--- config.mk ---
export PLATFORM = sky130hd
export DESIGN_NAME = rf_txseq
export DESIGN_NICKNAME = d
export VERILOG_FILES = /design/src/rtl/rf_txseq_pkg.sv /design/src/rtl/rf_txseq_clkmon.sv /design/src/rtl/rf_txseq_baud.sv /design/src/rtl/rf_txseq_shift.sv /design/src/rtl/rf_txseq.sv
export SDC_FILE = /design/constraint.sdc
export NUM_CORES = 1
export LEC_CHECK = 0
export CORE_MARGIN = 5
export CORE_UTILIZATION = 30
export CTS_CLUSTER_SIZE = 28
export DETAILED_ROUTE_END_ITERATION = 7
export DONT_BUFFER_PORTS = 1
export PLACE_DENSITY = 0.5
export SLEW_MARGIN = 20
export SYNTH_ARGS = -nofsm -noshare
export SYNTH_HDL_FRONTEND = slang
export SYNTH_HIERARCHICAL = 1
export SYNTH_SLANG_ARGS = --single-unit
--- constraint.sdc ---
create_clock -name clk -period 3.4 [get_ports clk]
set_input_delay 0.34 -clock clk [delete_from_list [all_inputs] [get_ports clk]]
set_output_delay 0.34 -clock clk [all_outputs]
set_load 0.1 [all_outputs]
--- src/rtl/rf_txseq_pkg.sv ---
package rf_txseq_pkg;

  typedef enum logic [2:0] {
    ST_IDLE,
    ST_WAKE,
    ST_LOCK,
    ST_LOAD,
    ST_SEND,
    ST_TAIL,
    ST_DOWN
  } seq_st_t;

  typedef struct packed {
    logic fsk_mode;
    logic manch;
    logic en_wired;
  } sess_cfg_t;

  // Second half of a Manchester bit carries the inverted level.
  function automatic logic line_sym(input logic b, input logic second_half,
                                    input logic manch);
    return manch ? (b ^ second_half) : b;
  endfunction

endpackage

--- src/rtl/rf_txseq_clkmon.sv ---
module rf_txseq_clkmon #(
  parameter int SYNC_STAGES    = 2,
  parameter int DET_EDGES      = 4,
  parameter int TIMEOUT_CYCLES = 140000
) (
  input  logic clk,
  input  logic rst_n,
  input  logic xclk_a,
  input  logic arm,
  output logic seen_p,
  output logic tmo_p
);
  localparam int EW = $clog2(DET_EDGES + 1);
  localparam int TW = $clog2(TIMEOUT_CYCLES + 1);

  logic [SYNC_STAGES-1:0] sync_q;
  logic                   prev_q;
  logic                   rise;
  logic [EW-1:0]          ecnt_q;
  logic [TW-1:0]          tcnt_q;

  for (genvar g = 0; g < SYNC_STAGES; g++) begin : g_sync
    if (g == 0) begin : g_first
      always_ff @(posedge clk or negedge rst_n)
        if (!rst_n) sync_q[g] <= 1'b0;
        else        sync_q[g] <= xclk_a;
    end else begin : g_next
      always_ff @(posedge clk or negedge rst_n)
        if (!rst_n) sync_q[g] <= 1'b0;
        else        sync_q[g] <= sync_q[g-1];
    end
  end

  always_ff @(posedge clk or negedge rst_n)
    if (!rst_n) prev_q <= 1'b0;
    else        prev_q <= sync_q[SYNC_STAGES-1];

  assign rise   = sync_q[SYNC_STAGES-1] & ~prev_q;
  assign seen_p = arm & rise & (ecnt_q == EW'(DET_EDGES - 1));
  assign tmo_p  = arm & ~seen_p & (tcnt_q == TW'(TIMEOUT_CYCLES - 1));

  always_ff @(posedge clk or negedge rst_n) begin
    if (!rst_n) begin
      ecnt_q <= '0;
      tcnt_q <= '0;
    end else if (!arm) begin
      ecnt_q <= '0;
      tcnt_q <= '0;
    end else begin
      if (rise) ecnt_q <= ecnt_q + 1'b1;
      if (tcnt_q != TW'(TIMEOUT_CYCLES - 1)) tcnt_q <= tcnt_q + 1'b1;
    end
  end

endmodule

--- src/rtl/rf_txseq_baud.sv ---
module rf_txseq_baud #(
  parameter int DIV_W = 16
) (
  input  logic             clk,
  input  logic             rst_n,
  input  logic             run,
  input  logic [DIV_W-1:0] hdiv,
  output logic             ph,
  output logic             half_end,
  output logic             bit_end
);
  logic [DIV_W-1:0] hcnt_q;

  assign half_end = run & (hcnt_q == hdiv - 1'b1);
  assign bit_end  = half_end & ph;

  always_ff @(posedge clk or negedge rst_n) begin
    if (!rst_n) begin
      hcnt_q <= '0;
      ph     <= 1'b0;
    end else if (!run) begin
      hcnt_q <= '0;
      ph     <= 1'b0;
    end else if (half_end) begin
      hcnt_q <= '0;
      ph     <= ~ph;
    end else begin
      hcnt_q <= hcnt_q + 1'b1;
    end
  end

endmodule

--- src/rtl/rf_txseq_shift.sv ---
module rf_txseq_shift
  import rf_txseq_pkg::*;
#(
  parameter int BYTE_W    = 8,
  parameter bit MSB_FIRST = 1'b1
) (
  input  logic              clk,
  input  logic              rst_n,
  input  logic              load,
  input  logic              adv,
  input  logic [BYTE_W-1:0] din,
  input  logic              din_last,
  input  logic              ph,
  input  logic              manch,
  output logic              cur_sym,
  output logic              at_end,
  output logic              last_q
);
  localparam int BW = $clog2(BYTE_W);

  logic [BYTE_W-1:0] sh_q;
  logic [BW-1:0]     idx_q;
  logic              cur_bit;
  logic [BYTE_W-1:0] sh_nxt;

  if (MSB_FIRST) begin : g_msb
    assign cur_bit = sh_q[BYTE_W-1];
    assign sh_nxt  = {sh_q[BYTE_W-2:0], 1'b0};
  end else begin : g_lsb
    assign cur_bit = sh_q[0];
    assign sh_nxt  = {1'b0, sh_q[BYTE_W-1:1]};
  end

  assign at_end  = (idx_q == BW'(BYTE_W - 1));
  assign cur_sym = line_sym(cur_bit, ph, manch);

  always_ff @(posedge clk or negedge rst_n) begin
    if (!rst_n) begin
      sh_q   <= '0;
      idx_q  <= '0;
      last_q <= 1'b0;
    end else if (load) begin
      sh_q   <= din;
      idx_q  <= '0;
      last_q <= din_last;
    end else if (adv) begin
      sh_q   <= sh_nxt;
      idx_q  <= idx_q + 1'b1;
    end
  end

endmodule

--- src/rtl/rf_txseq.sv ---
module rf_txseq
  import rf_txseq_pkg::*;
#(
  parameter int DIV_W          = 16,
  parameter int BYTE_W         = 8,
  parameter int SYNC_STAGES    = 2,
  parameter int DET_EDGES      = 4,
  parameter int TIMEOUT_CYCLES = 140000,
  parameter int LOCK_CYCLES    = 25000,
  parameter int GAP_CYCLES     = 8
) (
  input  logic              clk,
  input  logic              rst_n,
  input  logic              s_valid,
  input  logic [BYTE_W-1:0] s_data,
  input  logic              s_last,
  output logic              s_ready,
  input  logic              mode_fsk,
  input  logic              manch_en,
  input  logic              en_wired,
  input  logic [DIV_W-1:0]  half_div,
  input  logic              xclk,
  output logic              ask_o,
  output logic              fsk_o,
  output logic              en_o,
  output logic              done_o,
  output logic              err_o
);
  localparam int WC_MAX = (LOCK_CYCLES > GAP_CYCLES) ? LOCK_CYCLES : GAP_CYCLES;
  localparam int WW     = $clog2(WC_MAX + 1);

  seq_st_t          st_q;
  sess_cfg_t        cfg_q;
  logic [DIV_W-1:0] hdiv_q;
  logic             err_q;
  logic [WW-1:0]    wcnt_q;

  logic seen_p, tmo_p;
  logic ph, half_end, bit_end;
  logic cur_sym, at_end, last_q;
  logic byte_end, load, adv;

  rf_txseq_clkmon #(
    .SYNC_STAGES   (SYNC_STAGES),
    .DET_EDGES     (DET_EDGES),
    .TIMEOUT_CYCLES(TIMEOUT_CYCLES)
  ) u_clkmon (
    .clk   (clk),
    .rst_n (rst_n),
    .xclk_a(xclk),
    .arm   (st_q == ST_WAKE),
    .seen_p(seen_p),
    .tmo_p (tmo_p)
  );

  rf_txseq_baud #(.DIV_W(DIV_W)) u_baud (
    .clk     (clk),
    .rst_n   (rst_n),
    .run     (st_q == ST_SEND),
    .hdiv    (hdiv_q),
    .ph      (ph),
    .half_end(half_end),
    .bit_end (bit_end)
  );

  assign byte_end = bit_end & at_end;
  assign s_ready  = (st_q == ST_LOAD) | ((st_q == ST_SEND) & byte_end & ~last_q);
  assign load     = s_valid & s_ready;
  assign adv      = (st_q == ST_SEND) & bit_end & ~at_end;

  rf_txseq_shift #(.BYTE_W(BYTE_W), .MSB_FIRST(1'b1)) u_shift (
    .clk     (clk),
    .rst_n   (rst_n),
    .load    (load),
    .adv     (adv),
    .din     (s_data),
    .din_last(s_last),
    .ph      (ph),
    .manch   (cfg_q.manch),
    .cur_sym (cur_sym),
    .at_end  (at_end),
    .last_q  (last_q)
  );

  always_ff @(posedge clk or negedge rst_n) begin
    if (!rst_n) begin
      st_q   <= ST_IDLE;
      cfg_q  <= '0;
      hdiv_q <= DIV_W'(1);
      err_q  <= 1'b0;
      wcnt_q <= '0;
    end else begin
      wcnt_q <= '0;
      case (st_q)
        ST_IDLE: if (s_valid) begin
          cfg_q.fsk_mode <= mode_fsk;
          cfg_q.manch    <= manch_en;
          cfg_q.en_wired <= en_wired;
          hdiv_q         <= (half_div == '0) ? DIV_W'(1) : half_div;
          err_q          <= 1'b0;
          st_q           <= ST_WAKE;
        end
        ST_WAKE: begin
          if (seen_p) st_q <= ST_LOCK;
          else if (tmo_p) begin
            err_q <= 1'b1;
            st_q  <= ST_TAIL;
          end
        end
        ST_LOCK: begin
          if (wcnt_q == WW'(LOCK_CYCLES - 1)) st_q <= ST_LOAD;
          else wcnt_q <= wcnt_q + 1'b1;
        end
        ST_LOAD: if (s_valid) st_q <= ST_SEND;
        ST_SEND: if (byte_end) begin
          if (last_q)        st_q <= ST_TAIL;
          else if (!s_valid) st_q <= ST_LOAD;
        end
        ST_TAIL: begin
          if (wcnt_q == WW'(GAP_CYCLES - 1)) st_q <= ST_DOWN;
          else wcnt_q <= wcnt_q + 1'b1;
        end
        ST_DOWN: st_q <= ST_IDLE;
        default: st_q <= ST_IDLE;
      endcase
    end
  end

  always_comb begin
    ask_o = 1'b0;
    fsk_o = 1'b0;
    en_o  = 1'b0;
    case (st_q)
      ST_WAKE, ST_LOCK, ST_TAIL: begin
        fsk_o = 1'b1;
        en_o  = cfg_q.en_wired;
      end
      ST_LOAD: begin
        ask_o = cfg_q.fsk_mode;
        fsk_o = 1'b1;
        en_o  = cfg_q.en_wired;
      end
      ST_SEND: begin
        ask_o = cfg_q.fsk_mode ? 1'b1 : cur_sym;
        fsk_o = cfg_q.fsk_mode ? cur_sym : 1'b1;
        en_o  = cfg_q.en_wired;
      end
      default: ;
    endcase
  end

  assign done_o = (st_q == ST_DOWN);
  assign err_o  = err_q;

endmodule

==> After elaboration in Yosys (flattened, before gate mapping) <==
Cells that the tools add are included.
{ "word_totals": {"output_inout_bits": 6, "reg_bits": 91, "word_cells": 113, "inputBits": 32} }
{ "op_classes": {"addsub": 6, "n_bitwise": 20, "n_eq_ne": 25, "reduce_logical": 9, "n_mux": 36} }
{ "op_table": {"columns": ["op", "count"], "rows": [
  ["2-to-1 mux 16 bit", 3],
  ["2-to-1 mux 3 bit", 13],
  ["2-to-1 mux 18 bit", 2],
  ["2-to-1 mux 15 bit", 2],
  ["one-hot mux 15 bit (2 select lines)", 1],
  ["!= test 2 bit (second input constant)", 10],
  ["adder 18 x 1 -> 18 bit (second input constant)", 1],
  ["== test 18 bit (second input constant)", 1],
  ["!= test 18 bit (second input constant)", 1],
  ["one-hot mux 3 bit (6 select lines)", 1],
  ["adder 16 x 1 -> 16 bit (second input constant)", 1],
  ["== test 16 bit", 1],
  ["zero test 16 bit", 1],
  ["2-to-1 mux 8 bit", 2],
  ["subtractor 16 x 1 -> 16 bit (second input constant)", 1],
  ["adder 15 x 1 -> 15 bit (second input constant)", 1],
  ["== test 15 bit (second input constant)", 1],
  ["== test 15 x 3 -> 1 bit (second input constant)", 1],
  ["AND 1 bit", 13],
  ["== test 3 bit (second input constant)", 4],
  ["== test 3 x 2 -> 1 bit (second input constant)", 3],
  ["2-to-1 mux 1 bit", 9],
  ["AND reduction 7 bit", 1],
  ["adder 3 x 1 -> 3 bit (second input constant)", 2],
  ["13 further kinds", 20]
]} }

==> Depth between registers and ports, before layout <==
Gate-level depths: netlist of run 1.
{ "logic_depth": {"word_depth": 10, "depth_mapped": 15, "depth_no_buf": 13} }

==> Modules after synthesis <==
Netlist of run 1, hierarchy kept.
{ "modules_own_cells": {"columns": ["module", "seq_area_each_um2", "cells_each", "instances", "area_per_inst_um2"], "rows": [
  ["rf_txseq", 952.2, 182, 1, 1861.8],
  ["rf_txseq_baud", 425.4, 151, 1, 1317.5],
  ["rf_txseq_clkmon", 600.6, 124, 1, 1242.4],
  ["rf_txseq_shift", 300.3, 50, 1, 561.8]
]} }

==> Least setup slack after synthesis of run 1 <==
OpenSTA, ideal clock, no wires.
{ "synth_timing": {"path_kind": "register to register", "from": "register hdiv_q[1]", "to": "register u_shift.last_q", "period_less_slack_ns": 5.643, "setup_ns": 0.125, "arrival_ns": 5.518, "required_time_ns": 3.275, "path_stages_with_launch": 14, "n_path_buf": 1, "slack_ns": -2.243, "path_cell_list": "dfrtp_1 > inv_1 > ha_1 > or3b_1 > or4_1 > a21oi_1 > o22ai_1 > nor4_1 > and3_1 > nand2_1 > o31ai_1 > and2_1 > buf_4 > mux2_2"} }
{ "synth_between": {"elab_chain_len": 9} }
{ "synth_lines": {"columns": ["element", "line_no", "rtl"], "rows": [
  ["start: declaration", "rf_txseq.sv:34", "logic [DIV_W-1:0] hdiv_q;"],
  ["start signal: assignment", "rf_txseq.sv:99", "hdiv_q <= (half_div == '0) ? DIV_W'(1) : half_div;"],
  ["subtractor 16 x 1 -> 16 bit", "rf_txseq_baud.sv:14", "assign half_end = run & (hcnt_q == hdiv - 1'b1);"],
  ["== test 16 bit", "rf_txseq_baud.sv:14", null],
  ["AND 1 bit", "rf_txseq_baud.sv:14", null],
  ["AND 1 bit", "rf_txseq_baud.sv:15", "assign bit_end = half_end & ph;"],
  ["via bit_end", "rf_txseq.sv:39", "logic ph, half_end, bit_end;"],
  ["AND 1 bit", "rf_txseq.sv:66", "assign byte_end = bit_end & at_end;"],
  ["AND 1 bit (2 in series)", "rf_txseq.sv:67", "assign s_ready = (st_q == ST_LOAD) | ((st_q == ST_SEND) & byte_end & ~last_q);"],
  ["bitwise OR 1 bit", "rf_txseq.sv:67", null],
  ["via s_ready", "rf_txseq.sv:17", "output logic s_ready,"],
  ["AND 1 bit", "rf_txseq.sv:68", "assign load = s_valid & s_ready;"],
  ["via load", "rf_txseq.sv:41", "logic byte_end, load, adv;"],
  ["end signal: assignment", "rf_txseq_shift.sv:45", "last_q <= din_last;"],
  ["end: declaration", "rf_txseq_shift.sv:17", "output logic last_q"]
]} }
The timed path passes the listed nets, and every way through them passes these cells.
A chain may end at the register's enable or synchronous reset.

==> Worst setup path in the final report of run 1 <==
{ "layout_timing": {"from": "register hdiv_q[11]", "to": "output port s_ready"} }
{ "layout_between": {"elab_chain_len": 8} }
{ "layout_lines": {"columns": ["element", "line_no"], "rows": [
  ["subtractor 16 x 1 -> 16 bit", "rf_txseq_baud.sv:14"],
  ["== test 16 bit", "rf_txseq_baud.sv:14"],
  ["AND 1 bit", "rf_txseq_baud.sv:14"],
  ["AND 1 bit", "rf_txseq_baud.sv:15"],
  ["via bit_end", "rf_txseq.sv:39"],
  ["AND 1 bit", "rf_txseq.sv:66"],
  ["AND 1 bit (2 in series)", "rf_txseq.sv:67"],
  ["bitwise OR 1 bit", "rf_txseq.sv:67"],
  ["end: declaration", "rf_txseq.sv:17"]
]} }
The timed path passes the listed nets, and every way through them passes these cells.

==> run_results.csv, run 1 <==
group,metric,value,unit
critical_path,crit_start,"hdiv_q[11]",
layout,register_area,0.00228,sq mm
layout,diodes,0,
cts,clkLatencyLatePin,0.35,ns
timing,whs,0.0194,ns
global_route,grt-ovfl-total,0,
detailed_routing,wirelength,10.8,mm
synth,synth.cell_area,0.00498,sq mm
timing,skew,0.00985,ns
critical_path,reg2reg_from,"hdiv_q[11]",
timing,relSlewSlack,28.6,%
critical_path,path_cells,"or4_4 > or4_4 > a21oi_4 > o2111ai_4 > nor4_4 > and3_4 > nand2_4 > o31ai_4 > buf_12",
die,coreArea,0.0164,sq mm
die,fp-row-count,47,
layout,nets,576,
detailed_routing,vias,3657,
timing,fmax,0.282,GHz
global_route,use_met1,14.4,%
critical_path,critPathMaxStageDelay,0.54,ns
detailed_routing,avgRoutedWirePerCell,14.2,um
synth,yosysWarningCount,6,
worst_hold_path,hp-start,"xclk",
timing,slew_violations,0,
run_status,violations,"setup timing",
cts,clk_pin_slew_worst_paths,0.07,ns
cts,htreeDepth,3,
timing,tightest_slew,1.07,ns
timing,min_period,3.54,ns
power_and_ir_drop,peakVddDrop,0.264,mV
layout,areaGrowthSynthToFinish,19.9,%
timing,rsz0062_at_grt,"yes",
die,die_area,0.0193,sq mm
global_route,met2_usage,19.4,%
critical_path,startpoint_type,"flop",
die,ios,38,
detailed_routing,postRouteAntennaNets,0,
die,dieHeight,139,um
critical_path,worst-r2r-setup-slack,-0.01,ns
synth,synth_fp_nets,546,
critical_path,crit_type,"flop to output port",
global_route,grt.total_usage,11.5,%
run_status,status,"finished, violations left",
detailed_routing,dr.pass1.iters,4,
timing,hold_viol,0,
die,initial_core_util,30.3,%
placement,dpl.hpwl,7.84,mm
detailed_routing,drt-initial-drc-count,183,
synth,avgSynthCellArea,9.84,sq um
global_route,antenna_found_initial,0,
global_route,grt.busiest_layer,"met2",
global_route,grt_max_degree,92,
critical_path,crit_path_frequent_cell,"or4_4",
global_route,grt_util_met3,3.34,%
cts,cts_tree,"yes",
cts,clockBufferDepth,2,
timing,setup_tns,-0.153,ns
layout,multi_input_area,0.00267,sq mm
critical_path,worst_setup_path_end_kind,"output port",
cts,numClockSinks,91,
critical_path,path_buf_inv,1,
critical_path,cp_top_family,"simple AND/OR/NAND/NOR gates",
placement,pre_cts_slack,0.00392,ns
critical_path,slowest_stage,"or4_4",
job,drv_cap,0,
detailed_routing,drc,0,
critical_path,arrival,3.20,ns
timing,fin_ws,-0.145,ns
worst_hold_path,hold_class,"input pin to flop",
power_and_ir_drop,total_power,4.22,mW
power_and_ir_drop,p_per_area,708,mW/mm^2
global_route,first_global_vias,3664,
cts,cts_made_buffers,9,
cts,root_buffer,"clkbuf_16",
placement,numPortBuffers,0,
timing,fin_crit_sh,104,%
critical_path,crit_fanout,2,
timing,setup_viol,2,
layout,drive_above_1_share,19.4,%
power_and_ir_drop,p_leak,2.34,nW
die,fp.dieW,139,um
layout,nFillCells,1629,
synth,syn_inst,506,
global_route,grt_first_pass_wirelength,18.3,mm
detailed_routing,vias_per_cell,4.81,
critical_path,required,3.06,ns
placement,routabilityCongestion,0.798,
## report_power, final
group          switching (mW)  internal [mW]
registers               0.207           1.31
clock network           0.455          0.531
logic                   0.985          0.737
## worst register-to-register path, delay by kind of cell (launching register included)
family | cells | cell delay (ns)
AO/OA/AOI/OAI | 3 | 0.58
buffers and inverters | 1 | 0.15
multiplexers | 1 | 0.33
flip-flops | 1 | 0.38
AND/OR/NAND/NOR | 6 | 1.86
## final timing paths
check | to | depth (start not counted)
worst max register to register | u_shift/last_q | 11
min in group asynchronous | hdiv_q[7] | 2
worst min-delay path | u_clkmon/sync_q[0] | 0
worst min register to register | u_clkmon/sync_q[1] | 0
worst max-delay path | s_ready | 9
max in group asynchronous | u_shift/sh_q[6] | 2
## layout by cell type, fill, tap and decap left out, types with 2 or more instances in the layout
cell type	n
or3b_2	2
xnor2_2	2
ha_1	7
nand3_1	27
or2_2	2
inv_1	15
a21oi_1	5
xor2_1	23
or4_1	3
dfrtp_1	90
mux2i_1	13
nor3b_2	2
or4_4	2
inv_6	3
clkbuf_16	11
nor3_1	15
nand4_1	9
nor4_1	12
buf_12	3
o31ai_1	2
nor2_1	64
nand2b_1	3
nand2_1	39
o21ai_0	14
and4_1	3
mux2_2	18
clkinv_4	2
and3_1	6
buf_4	29
a31oi_1	4
nor2b_1	7
a41oi_1	2
nor3b_1	4
a211oi_1	5
o21ai_1	9
xnor2_1	32
or3_1	4
nor4b_1	2
## stage by stage
| stage | area, sq um | utilization [%] | cells |
|---|---|---|---|
| 3_5_place_dp | 5450 | 33.2 | 737 |
| 5_1_grt | 5970 | 36.4 | 761 |
| 3_3_place_gp | 5450 | 33.2 | 737 |
| 2_1_floorplan | 5020 | - | 506 |
| 6_report | 5970 | 36.4 | 761 |
| 4_1_cts | 5860 | 35.7 | 758 |
## repair_timing
action | CTS | global route
hold buffers | 2 | 0
buffers inserted | 3 | 2
resized for setup | 12 | 10
hold endpoints to repair | 91 | 0
endpoints found under the setup margin | 2 | 15
gates cloned | 0 | 1
pin swaps | 7 | 2
## flip-flops by register name, indices dropped and copies added, names as in the netlist
| signal | cells |
|---|---|
| hdiv_q | 16 |
| u_clkmon/prev_q | 1 |
| cfg_q | 3 |
| st_q | 3 |
| u_baud/hcnt_q | 16 |
| u_shift/last_q | 1 |
| err_o | 1 |
| u_clkmon/tcnt_q | 18 |
| u_clkmon/sync_q | 2 |
| u_shift/idx_q | 3 |
| u_baud/ph | 1 |
| wcnt_q | 15 |
| u_shift/sh_q | 8 |
| u_clkmon/ecnt_q | 3 |
## final cells by class
class / instances / area share (%)
multi-input cells: 381 / 44.8
well taps: 220 / 4.61
clock buffers: 10 / 4.01
inverters: 15 / 0.944
clock inverters: 6 / 0.923
flip-flops and latches: 91 / 38.2
repair buffers: 38 / 6.56
## layer usage
| layer | vias to the layer above | share of wire (%) |
|---|---|---|
| met1 | 1766 | 46 |
| li1 | 1853 | - |
| met3 | 9 | 3.0 |
| met5 | - | 0 |
| met4 | 0 | 0.94 |
| met2 | 29 | 50 |
Power figures use the tool's default switching activity.
==> inputs of run 2 (changes only) <==
Settings changed: CORE_ASPECT_RATIO set to 2.
==> run 2 against run 1 <==
Critical endpoint unchanged. Final cell count decreased by 1.3%. The run still ends with setup timing left. Via count up 4.1%. Register-to-register slack gained 0.06 ns. Power rose by 1.9%. First-iteration DRC count fell by 31%. Worst setup slack lost 0.024 ns. Critical path depth is 1 higher.
==> run_results.csv, run 2 (synthesis results as in run 1) <==
group,metric,value,unit
run_status,status,"finished, violations left",
run_status,violations,"setup timing",
layout,largest-register,"u_clkmon/tcnt_q",
layout,areaGrowthSynthToFinish,20.7,%
power_and_ir_drop,peakVddDrop,0.320,mV
layout,reg_top3,"u_clkmon/tcnt_q (18), hdiv_q (16), u_baud/hcnt_q (16)",
detailed_routing,avgRoutedWirePerCell,15.8,um
timing,tightest_slew,0.953,ns
die,coreArea,0.0163,sq mm
die,initial_core_util,30.6,%
timing,min_period,3.57,ns
die,die_area,0.0194,sq mm
placement,numPortBuffers,0,
detailed_routing,vias_per_cell,5.07,
layout,diodes,0,
global_route,grt_max_degree,92,
detailed_routing,drc,0,
critical_path,crit_path_frequent_cell,"or4_4",
worst_hold_path,hold_class,"input pin to flop",
layout,postLayoutCoreUtil,36.9,%
cts,cts_tree,"yes",
timing,fin_ws,-0.168,ns
layout,design_area,0.00601,sq mm
critical_path,worstSetupPathDepth,10,
power_and_ir_drop,swShare,39.6,%
critical_path,crit_fanout,2,
timing,fin_crit_sh,105,%
layout,drive_above_1_share,20.5,%
power_and_ir_drop,p_per_area,717,mW/mm^2
critical_path,arrival,3.23,ns
global_route,grt_first_pass_wirelength,19.6,mm
critical_path,path_cells,"or4_4 > or4_4 > a21oi_4 > o2111ai_2 > nor4_2 > buf_4 > and3_4 > nand2_4 > o31ai_4 > buf_12",
die,fp-row-count,66,
placement,routabilityCongestion,0.853,
worst_hold_path,holdPathStages,2,
timing,setup_viol,1,
timing,skew,0.00953,ns
critical_path,cp_top_family,"simple AND/OR/NAND/NOR gates",
placement,dpl_cell_area,0.00547,sq mm
critical_path,path_buf_inv,2,
timing,fmax,0.280,GHz
global_route,first_global_vias,4068,
layout,nFillCells,1612,
cts,clockBufferDepth,2,
critical_path,startpoint_type,"flop",
detailed_routing,drt-initial-drc-count,126,
placement,dpl.hpwl,8.89,mm
cts,clk_pin_slew_worst_paths,0.07,ns
cts,htreeDepth,3,
critical_path,required,3.06,ns
cts,numClockSinks,91,
layout,final_common_cell,"dfrtp_1",
die,dieHeight,192,um
layout,final_cell_mix,"90 x dfrtp_1, 64 x nor2_1, 40 x nand2_1",
power_and_ir_drop,power.share.combinational,41.0,%
critical_path,slowest_stage,"or4_4",
detailed_routing,dr.pass1.iters,6,
global_route,grt-ovfl-total,0,
critical_path,rr_worst_depth,11,
critical_path,critPathMaxStageDelay,0.54,ns
global_route,antenna_found_initial,0,
job,drv_cap,0,
timing,rsz0062_at_grt,"yes",
timing,slew_violations,0,
cts,clkLatencyLatePin,0.35,ns
cts,cts_made_buffers,9,
power_and_ir_drop,total_power,4.30,mW
layout,largest_reg_flops,18,
timing,hold_viol,0,
cts,root_buffer,"clkbuf_16",
critical_path,crit_type,"flop to output port",
layout,nets,582,
detailed_routing,postRouteAntennaNets,0,
detailed_routing,vias,3808,
power_and_ir_drop,p_clk_share,23.4,%
global_route,grt.total_usage,12.9,%
power_and_ir_drop,power.switching,1.70,mW
placement,pre_cts_slack,-0.0213,ns
critical_path,worst_setup_path_end_kind,"output port",
detailed_routing,wirelength,11.8,mm
power_and_ir_drop,p_leak,2.38,nW
die,fp.dieW,101,um
timing,relSlewSlack,36.5,%
die,ios,38,
power_and_ir_drop,p_seq_share,35.7,%
power_and_ir_drop,p_int,2.60,mW
run 2: changes by cell type in the layout (fill, tap and decap cells not counted), sizes merged:
cell,previous run,this run
inv,19,20
buf,35,41
clkbuf,12,10
dlygate4sd3,1,2
run 2: worst paths after layout:
path | end | slack, ns | start
setup / recovery | s_ready | -0.17 | hdiv_q[9]
hold / removal | u_shift/sh_q[0] | 0.12 | s_data[0]
setup reg to reg | u_shift/last_q | 0.05 | hdiv_q[9]
hold reg to reg | u_clkmon/sync_q[1] | 0.35 | u_clkmon/sync_q[0]
max in group asynchronous | hdiv_q[0] | 2.43 | rst_n
min in group asynchronous | u_baud/hcnt_q[7] | 0.58 | rst_n
run 2: repair_timing:
action                                  in CTS  in global routing
hold buffers                                 3                  0
resized for setup                           16                 10
hold endpoints to repair                    92                  0
pin swaps                                    7                  3
endpoints found under the setup margin       3                 13
cloned                                       0                  1
setup buffers                                3                  2
run 2: per-layer routing:
layer  track usage [%]  vias to the layer above  routed length, um
li1                  -                     1877                  -
met1              13.3                     1851               4410
met2              24.3                       61               6700
met3              2.54                       19                408
met4              5.68                        0                314
met5                 0                        -                  0
run 2: layout make-up:
type	instances	area (sq um)	area share (%)
well taps	204	255	4.25
clock inverters	7	78.8	1.31
multi-input cells	381	2680	44.5
repair buffers	44	437	7.27
inverters	15	56.3	0.938
clock buffers	9	225	3.75
flip-flops and latches	91	2280	37.9
run 2: through the flow:
step | std cells | setup TNS [ns] | hold slack, ns
finish | 751 | -0.168 | 0.122
global route | 751 | -0.420 | 0.113
CTS | 748 | -0.211 | 0.108
detailed placement | 726 | -0.0275 | 0.0469
global placement | 726 | -0.0103 | 0.0466
floorplan | 506 | -6.30 | 0.0444
run 2: power groups by stage:
stage	Sequential, mW	Clock, mW	Combinational (mW)
final	1.53	1.01	1.76
after global routing	1.57	1.08	1.93
after CTS	1.53	1.05	1.73
after detailed placement	1.54	0	1.62
after global placement	1.53	0	1.58
after floorplan	1.51	0	1.16
